## src/rtl/alive_pkg.sv

```systemverilog
package alive_pkg;
   localparam int CAUSE_W = 3;

   typedef struct packed {
      logic no_progress;
      logic bad_code;
      logic timeout;
   } cause_t;
endpackage

```

## src/rtl/alive_residue.sv

```systemverilog
module alive_residue #(
   parameter int ACC_W  = 16,
   parameter int CODE_A = 251,
   parameter int RES_W  = 8,
   parameter bit SERIAL = 1'b1
) (
   input  logic             clk,
   input  logic             rst_n,
   input  logic             start,
   input  logic [ACC_W-1:0] operand,
   output logic             done,
   output logic [RES_W-1:0] rem
);
   localparam int CNT_W = $clog2(ACC_W + 1);

   generate
      if (SERIAL) begin : g_serial
         logic [ACC_W-1:0] sh_q;
         logic [RES_W-1:0] rem_q;
         logic [CNT_W-1:0] cnt_q;
         logic             run_q;
         logic             done_q;
         logic [RES_W:0]   trial;

         assign trial = {rem_q, sh_q[ACC_W-1]};

         always_ff @(posedge clk) begin
            if (!rst_n) begin
               sh_q   <= '0;
               rem_q  <= '0;
               cnt_q  <= '0;
               run_q  <= 1'b0;
               done_q <= 1'b0;
            end else begin
               done_q <= 1'b0;
               if (start) begin
                  sh_q  <= operand;
                  rem_q <= '0;
                  cnt_q <= CNT_W'(ACC_W);
                  run_q <= 1'b1;
               end else if (run_q) begin
                  if (trial >= (RES_W+1)'(CODE_A))
                     rem_q <= RES_W'(trial - (RES_W+1)'(CODE_A));
                  else
                     rem_q <= trial[RES_W-1:0];
                  sh_q  <= sh_q << 1;
                  cnt_q <= cnt_q - 1'b1;
                  if (cnt_q == CNT_W'(1)) begin
                     run_q  <= 1'b0;
                     done_q <= 1'b1;
                  end
               end
            end
         end

         assign done = done_q;
         assign rem  = rem_q;


         no_restart_chk: assert property (@(posedge clk) disable iff (!rst_n)
            run_q |-> !start);
      end else begin : g_direct
         logic [RES_W-1:0] rem_q;
         logic             done_q;

         always_ff @(posedge clk) begin
            if (!rst_n) begin
               rem_q  <= '0;
               done_q <= 1'b0;
            end else begin
               done_q <= start;
               if (start)
                  rem_q <= RES_W'(32'(operand) % CODE_A);
            end
         end

         assign done = done_q;
         assign rem  = rem_q;
      end
   endgenerate


   rem_range_chk: assert property (@(posedge clk) disable iff (!rst_n)
      done |-> (32'(rem) < CODE_A));
endmodule

```

## src/rtl/alive_timer.sv

```systemverilog
module alive_timer #(
   parameter int CNT_W = 16
) (
   input  logic             clk,
   input  logic             rst_n,
   input  logic             freeze,
   input  logic             reload,
   input  logic [CNT_W-1:0] limit,
   output logic             expire
);
   logic [CNT_W-1:0] elapsed_q;
   logic [CNT_W:0]   nxt;

   assign nxt    = {1'b0, elapsed_q} + 1'b1;
   assign expire = !freeze && !reload && (nxt >= {1'b0, limit});

   always_ff @(posedge clk) begin
      if (!rst_n)
         elapsed_q <= '0;
      else if (freeze)
         elapsed_q <= elapsed_q;
      else if (reload)
         elapsed_q <= '0;
      else if (!expire)
         elapsed_q <= nxt[CNT_W-1:0];
   end


   timeout_latch_chk: assert property (@(posedge clk) disable iff (!rst_n)
      expire |=> freeze);
endmodule

```

## src/rtl/alive_guard.sv

```systemverilog
module alive_guard #(
   parameter int ACC_W  = 16,
   parameter int VER_W  = 16,
   parameter int CNT_W  = 16,
   parameter int CODE_A = 251,
   parameter int RES_W  = $clog2(CODE_A),
   parameter bit SERIAL = 1'b1
) (
   input  logic             clk,
   input  logic             rst_n,
   input  logic [CNT_W-1:0] timeout_cycles,
   input  logic [RES_W-1:0] expected_sig,
   input  logic             msg_valid,
   output logic             msg_ready,
   input  logic [ACC_W-1:0] msg_accum,
   input  logic [VER_W-1:0] msg_version,
   output logic             fail_stop,
   output logic [2:0]       fail_cause
);
   import alive_pkg::*;

   generate
      if (CODE_A < 3 || (CODE_A & (CODE_A - 1)) == 0) begin : g_bad_a
         $error("CODE_A must be at least 3 and not a power of two");
      end
      if (RES_W != $clog2(CODE_A)) begin : g_bad_w
         $error("RES_W must equal clog2(CODE_A)");
      end
      if (ACC_W <= RES_W) begin : g_bad_acc
         $error("ACC_W must exceed RES_W");
      end
   endgenerate

   logic             busy_q;
   logic             fail_q;
   cause_t           cause_q;
   logic [VER_W-1:0] prev_ver_q;
   logic [VER_W-1:0] ver_q;
   logic             accept;
   logic             done;
   logic [RES_W-1:0] rem;
   logic             code_ok;
   logic             prog_ok;
   logic             pass;
   logic             expire;
   cause_t           cause_d;

   assign msg_ready = !busy_q && !fail_q;
   assign accept    = msg_valid && msg_ready;
   assign code_ok   = (rem == expected_sig);
   assign prog_ok   = (ver_q > prev_ver_q);
   assign pass      = done && code_ok && prog_ok && !fail_q;

   always_comb begin
      cause_d.timeout     = expire;
      cause_d.bad_code    = done && !code_ok;
      cause_d.no_progress = done && !prog_ok;
   end

   alive_residue #(
      .ACC_W (ACC_W),
      .CODE_A(CODE_A),
      .RES_W (RES_W),
      .SERIAL(SERIAL)
   ) residue_i (
      .clk    (clk),
      .rst_n  (rst_n),
      .start  (accept),
      .operand(msg_accum),
      .done   (done),
      .rem    (rem)
   );

   alive_timer #(
      .CNT_W(CNT_W)
   ) timer_i (
      .clk   (clk),
      .rst_n (rst_n),
      .freeze(fail_q),
      .reload(pass),
      .limit (timeout_cycles),
      .expire(expire)
   );

   always_ff @(posedge clk) begin
      if (!rst_n) begin
         busy_q     <= 1'b0;
         fail_q     <= 1'b0;
         cause_q    <= '0;
         prev_ver_q <= '0;
         ver_q      <= '0;
      end else begin
         if (accept) begin
            busy_q <= 1'b1;
            ver_q  <= msg_version;
         end
         if (done)
            busy_q <= 1'b0;
         if (pass)
            prev_ver_q <= ver_q;
         if (!fail_q && (|cause_d)) begin
            fail_q  <= 1'b1;
            cause_q <= cause_d;
         end
      end
   end

   assign fail_stop  = fail_q;
   assign fail_cause = cause_q;


   fail_sticky_chk: assert property (@(posedge clk) disable iff (!rst_n)
      fail_stop |=> fail_stop);


   cause_hold_chk: assert property (@(posedge clk) disable iff (!rst_n)
      fail_stop |=> $stable(fail_cause));


   fail_has_cause_chk: assert property (@(posedge clk) disable iff (!rst_n)
      fail_stop |-> (fail_cause != 3'b000));


   handshake_drop_chk: assert property (@(posedge clk) disable iff (!rst_n)
      accept |=> !msg_ready);


   prog_adv_chk: assert property (@(posedge clk) disable iff (!rst_n)
      pass |=> (prev_ver_q > $past(prev_ver_q)));
endmodule

```

## config.mk

```make
export PLATFORM = sky130hd
export DESIGN_NAME = alive_guard
export DESIGN_NICKNAME = d
export VERILOG_FILES = /design/src/rtl/alive_pkg.sv /design/src/rtl/alive_residue.sv /design/src/rtl/alive_timer.sv /design/src/rtl/alive_guard.sv
export SDC_FILE = /design/constraint.sdc
export NUM_CORES = 1
export LEC_CHECK = 0
export ABC_CLOCK_PERIOD_IN_PS = 3800
export BUFFER_PORTS_ARGS = -buffer_cell sky130_fd_sc_hd__buf_2
export CAP_MARGIN = 20
export CORE_AREA = 8 8 106 108
export CTS_CLUSTER_SIZE = 28
export DETAILED_ROUTE_END_ITERATION = 8
export DIE_AREA = 0 0 114 116
export PLACE_DENSITY = 0.78
export SLEW_MARGIN = 25
export SYNTH_ARGS = -nofsm -noshare
export SYNTH_HDL_FRONTEND = slang
export SYNTH_SLANG_ARGS = --single-unit
```

## constraint.sdc

```tcl
create_clock -name clk -period 3.8 [get_ports clk]
set_input_delay 0.57 -clock clk [delete_from_list [all_inputs] [get_ports clk]]
set_output_delay 0.57 -clock clk [all_outputs]
set_load 0.01 [all_outputs]
```

; Word-level counts from Yosys, hierarchy flattened
; Cells that the tools add are included.
[op_classes]
reduce_logical = 21
muxes = 11
bitwise = 3
magnitude_cmp = 3
addsub = 3
eq_ne = 3
[ops]
columns = op, count
row1 = $mux 16, 4
row2 = $add 16x1->17 const B, 1
row3 = $ge 17x16->1, 1
row4 = $gt 16x16->1, 1
row5 = $logic_and 1x1->1, 10
row6 = $mux 5, 2
row7 = $ge 9x8->1 const B, 1
row8 = $eq 8x8->1, 1
row9 = $mux 8, 1
row10 = $sub 8x8->8 const B, 1
row11 = $reduce_or 3->1, 2
row12 = $eq 5x1->1 const B, 1
row13 = $logic_not 1->1, 5
row14 = $sub 5x1->5 const B, 1
row15 = $mux 1, 4
row16 = $reduce_or 2->1, 2
row17 = $not 1->1, 3
row18 = $ne 2x1->1 const B, 1
row19 = $reduce_and 2->1, 1
row20 = $reduce_bool 2->1, 1
[word_totals]
input_bits = 59
ff_bits = 84
elab_cells = 58

; Logic depth before layout (Yosys ltp)
[depth]
depth_word = 9
mapped_depth = 15
mapped_depth_nobuf = 14

; Cells and area by module
; Synthesis repeated with hierarchy kept, for this count alone.
[hier_totals]
cells_unflattened = 603
area_unflattened_um2 = 5048.6
[modules_own_cells]
columns = module, n_inst, area_each_um2, cells_each, seq_area_each_um2
row1 = alive_guard, 1, 1996.9, 240, 740.7
row2 = alive_residue, 1, 1604.0, 181, 620.6
row3 = alive_timer, 1, 1447.6, 182, 320.3

; Worst setup path before layout
; Ideal clock, no wire load.
[synth_path]
path_kind = reg2reg
startpoint = register timer_i.elapsed_q[0]
endpoint = register timer_i.elapsed_q[3]
period_less_slack_ps = 3313
path_stages_with_launch = 16
required_ps = 3668
path_buffers = 1
setup_ps = 132
arrival_ps = 3181
setup_slack_ps = 487
cell_sequence = dfxtp_1 ha_1 and3_4 and3_4 buf_6 inv_1 nor2_1 xor2_1 ha_1 a21oi_1 o21ai_1 or3_4 o221a_2 or4_1 nand3_1 a21oi_1
[synth_between]
elab_chain_cells = 5
elab_cells_between_ends = 7
[synth_rtl]
columns = element, line
row1 = start: declaration, alive_timer.sv:11  ; logic [CNT_W-1:0] elapsed_q;
row2 = start signal: assignment, alive_timer.sv:21  ; elapsed_q <= elapsed_q;
row3 = start signal: assignment, alive_timer.sv:25  ; elapsed_q <= nxt[CNT_W-1:0];
row4 = $add 16x1->17 *, alive_timer.sv:14  ; assign nxt = {1'b0, elapsed_q} + 1'b1;
row5 = $ge 17x16->1, alive_timer.sv:15  ; assign expire = !freeze && !reload && (nxt >= {1'b0, limit});
row6 = $logic_and 1x1->1, alive_timer.sv:15
row7 = $ne 2x1->1 (no source line), n/a
row8 = $reduce_and 2->1 (no source line), n/a
; Mark *: on every way between the ends. The rest lies on a longest branch, timed or not. The select of a mux whose other input is x is not followed.
; A chain may end at the register's enable or synchronous reset.

; Worst setup path after layout
[layout_path]
startpoint = register timer_i.elapsed_q[0]
endpoint = register timer_i.elapsed_q[11]
; The elaborated chain is that of the path after synthesis.

==> flow_summary.json <==
{
  "outcome": "complete, no violations",
  "n_antenna_cell": 0,
  "fp.coreArea_um2": 9549,
  "ys_seq_area_share_pct": 35.86,
  "yosys-top-cells-area": "dfxtp_1 36%, ha_1 9.6%, nor2_1 6.2%",
  "min_from": "msg_version[8]",
  "critPathLaunchType": "flip-flop",
  "fin_tns_setup_ps": 0,
  "grt_max_degree": 60,
  "max_stage_delay_ps": 500,
  "synth.net_count": 664,
  "die_h_um": 116,
  "worst_r2r_path_depth": 14,
  "drc": 0,
  "async_flop_share_pct": 0,
  "power.internal_mw": 1.307,
  "port_buffers": 63,
  "switching_share_pct": 26.69,
  "worst_slew_pin_slew_ps": 729.6,
  "die_w_um": 114,
  "finalCritPeriodShare_pct": 93.74,
  "syn-cell-area_um2": 4689,
  "wl_mm": 10.45,
  "dpl.hpwl_mm": 7.842,
  "setup_viol": 0,
  "max_freq_ghz": 0.2807,
  "multi_input_area_um2": 2754,
  "rrSetupSlack_ps": 240,
  "synthTopCellsByCount": "84 x dfxtp_1, 77 x nor2_1, 61 x nand2_1",
  "grt_overflow": 0,
  "final_nets": 716,
  "seq_area_um2": 1682,
  "die-area_um2": 13220,
  "yosys_warnings": 0,
  "grt_pass1_vias": 4032,
  "cp.arrival_ps": 3840,
  "hold_class": "input port to flip-flop",
  "num_rows": 36,
  "gp_congestion": 0.8877,
  "ir_worst_vdd_uv": 291.6,
  "pin_count": 64,
  "cts_setup_buffers": 0,
  "cts_buffer_depth": 2,
  "syn_avg_cell_area_um2": 8.242,
  "grt_pass1_wl_mm": 17.62,
  "cts-root-buf": "clkbuf_8",
  "yosysMostFrequentCell": "dfxtp_1",
  "crit_start": "timer_i.elapsed_q[0]",
  "yosysTopAreaCell": "dfxtp_1",
  "track_usage_pct": 16.14,
  "maxSlewViolCount": 0,
  "antenna_found_initial": 0,
  "synth.ff_latch_count": 84,
  "wl_per_cell_um": 13.79,
  "required_ps": 4080,
  "slew_headroom_pct": 51.36,
  "cts-resized-gates": 0,
  "ctsHoldBuffers": 0,
  "p_leak_nw": 2.232,
  "maxCapViolations": 0,
  "vias_per_cell": 5.315,
  "whs_ps": 451.4,
  "r2r-start": "timer_i.elapsed_q[0]",
  "vias": 4029,
  "drive_gt1_share_pct": 15.84,
  "drt-initial-drc-count": 154,
  "clockPowerShare_pct": 31.9,
  "area_growth_syn_to_layout_pct": 12.17,
  "cts_sinks": 84,
  "sequentialPowerShare_pct": 53.6,
  "rsz0062_at_grt": "false",
  "fin_crit_ps": 3562,
  "synth_ff_type": "dfxtp_1",
  "fin_skew_ps": 5.545,
  "synthesis.instances": 569,
  "powerDensity_nw_per_um2": 338.9,
  "synth_edf_count": 0,
  "yosysUniqueCellTypes": 60,
  "crit_fanout": 7,
  "hold_viol": 0,
  "clk_pin_slew_ps": 80,
  "yosysTopAreaCellShare_pct": 35.86,
  "worstSetupEndpoint": "timer_i.elapsed_q[11]",
  "cp_slowest_cell": "or4b_1",
  "rr_endpoint": "timer_i.elapsed_q[11]",
  "endpoint_kind": "flip-flop",
  "cts_tree": "done",
  "cts_inserted_buffers": 9,
  "firstDrtPassIters": 4,
  "ant_nets": 0,
  "path_cells": "ha_1 -> and3_4 -> and3_4 -> inv_1 -> nor2_1 -> xor2_1 -> ha_1 -> a21oi_1 -> o21ai_1 -> or3_4 -> o221ai_4 -> nand2_2 -> or4b_1 -> mux2i_1",
  "h-tree-depth": 3,
  "p_switching_uw": 475.8,
  "combPwrFrac_pct": 14.5,
  "nFillCells": 918,
  "critical_path_class": "flip-flop to flip-flop",
  "start_util_pct": 49.11,
  "clock_latency_ps": 350
}
-- metal layers --
layer | vias to the layer above | part of all wire, % | global-route usage, %
met2 | 91 | 48 | 28.35
met3 | 18 | 5.7 | 4.794
met5 | - | 0 | 0
met4 | 0 | 1.7 | 5.945
li1 | 2076 | - | -
met1 | 1844 | 44 | 18.13
-- cells by family (layout without fill, tap and decap cells) --
group | count (synthesis) | count (layout) | synth area share (%)
buffers and inverters | 64 | 120 | 5.549
AOI/OAI and AO/OA | 117 | 117 | 15.93
DFF | 84 | 84 | 35.86
xor gates and xnor gates | 34 | 34 | 6.350
and+or+nand+nor | 216 | 216 | 22.87
adders and majority gates | 36 | 36 | 9.605
muxes | 18 | 18 | 3.842
-- layout by cell type, fill, tap and decap left out, types with 19 or more instances in the layout --
cell and count:
dfxtp_1 84, nor2_1 77, buf_2 63, nand2_1 61, a21oi_1 56, inv_1 37, ha_1 36, a211oi_1 23
xor2_1 19
-- worst max-delay path: cells and delay by family (launching register included) --
kind                     cells  cell delay (ps)
multiplexers                 1              150
adder cells (fa/ha/maj)      2              510
XOR/XNOR                     1              170
buffers and inverters        1               80
flip-flops                   1              400
AO/OA/AOI/OAI                3              570
AND/OR/NAND/NOR              6             1620
-- how the worst min path moves through the flow --
stage,end,slack [ps],depth (start not counted)
floorplan,prev_ver_q[0],440,2
global placement,prev_ver_q[0],450,2
detailed placement,prev_ver_q[0],460,2
CTS,ver_q[9],430,3
global route,ver_q[9],440,3
finish,ver_q[8],450,3
-- state kept, by name, indices dropped and copies added, names as in the netlist --
signal                    count
residue_i.g_serial.sh_q      16
fail_cause                    3
busy_q                        1
timer_i.elapsed_q            16
prev_ver_q                   16
residue_i.g_serial.cnt_q      5
residue_i.g_serial.run_q      1
residue_i.done                1
ver_q                        16
residue_i.rem                 8
fail_stop                     1
-- through the flow --
step | power, mW | instances | setup WS, ps | area, µm² | utilization (%)
CTS | 1.798 | 758 | 242.5 | 5260 | 55.08
finish | 1.783 | 758 | 238.1 | 5260 | 55.08
global route | 1.876 | 758 | 37.95 | 5260 | 55.08
global placement | 1.224 | 743 | 367.1 | 5090 | 53.30
floorplan | 1.154 | 569 | 487.0 | 4690 | -
detailed placement | 1.235 | 743 | 262.2 | 5090 | 53.30
-- power groups by stage --
stage | Sequential, mW | Combinational, mW | Clock, mW
floorplan | 0.967 | 0.187 | 0
global placement | 0.975 | 0.250 | 0
detailed placement | 0.977 | 0.259 | 0
CTS | 0.956 | 0.261 | 0.580
global route | 0.962 | 0.294 | 0.621
finish | 0.956 | 0.258 | 0.569
-- layout make-up --
class | instances | area share (%)
tap | 133 | 3.164
sequential | 84 | 31.97
clock buffer | 14 | 3.092
timing repair buffer | 67 | 6.565
multi-input combinational | 421 | 52.35
clock inverter | 1 | 0.1427
inverter | 38 | 2.712
Power figures use the tool's default switching activity.
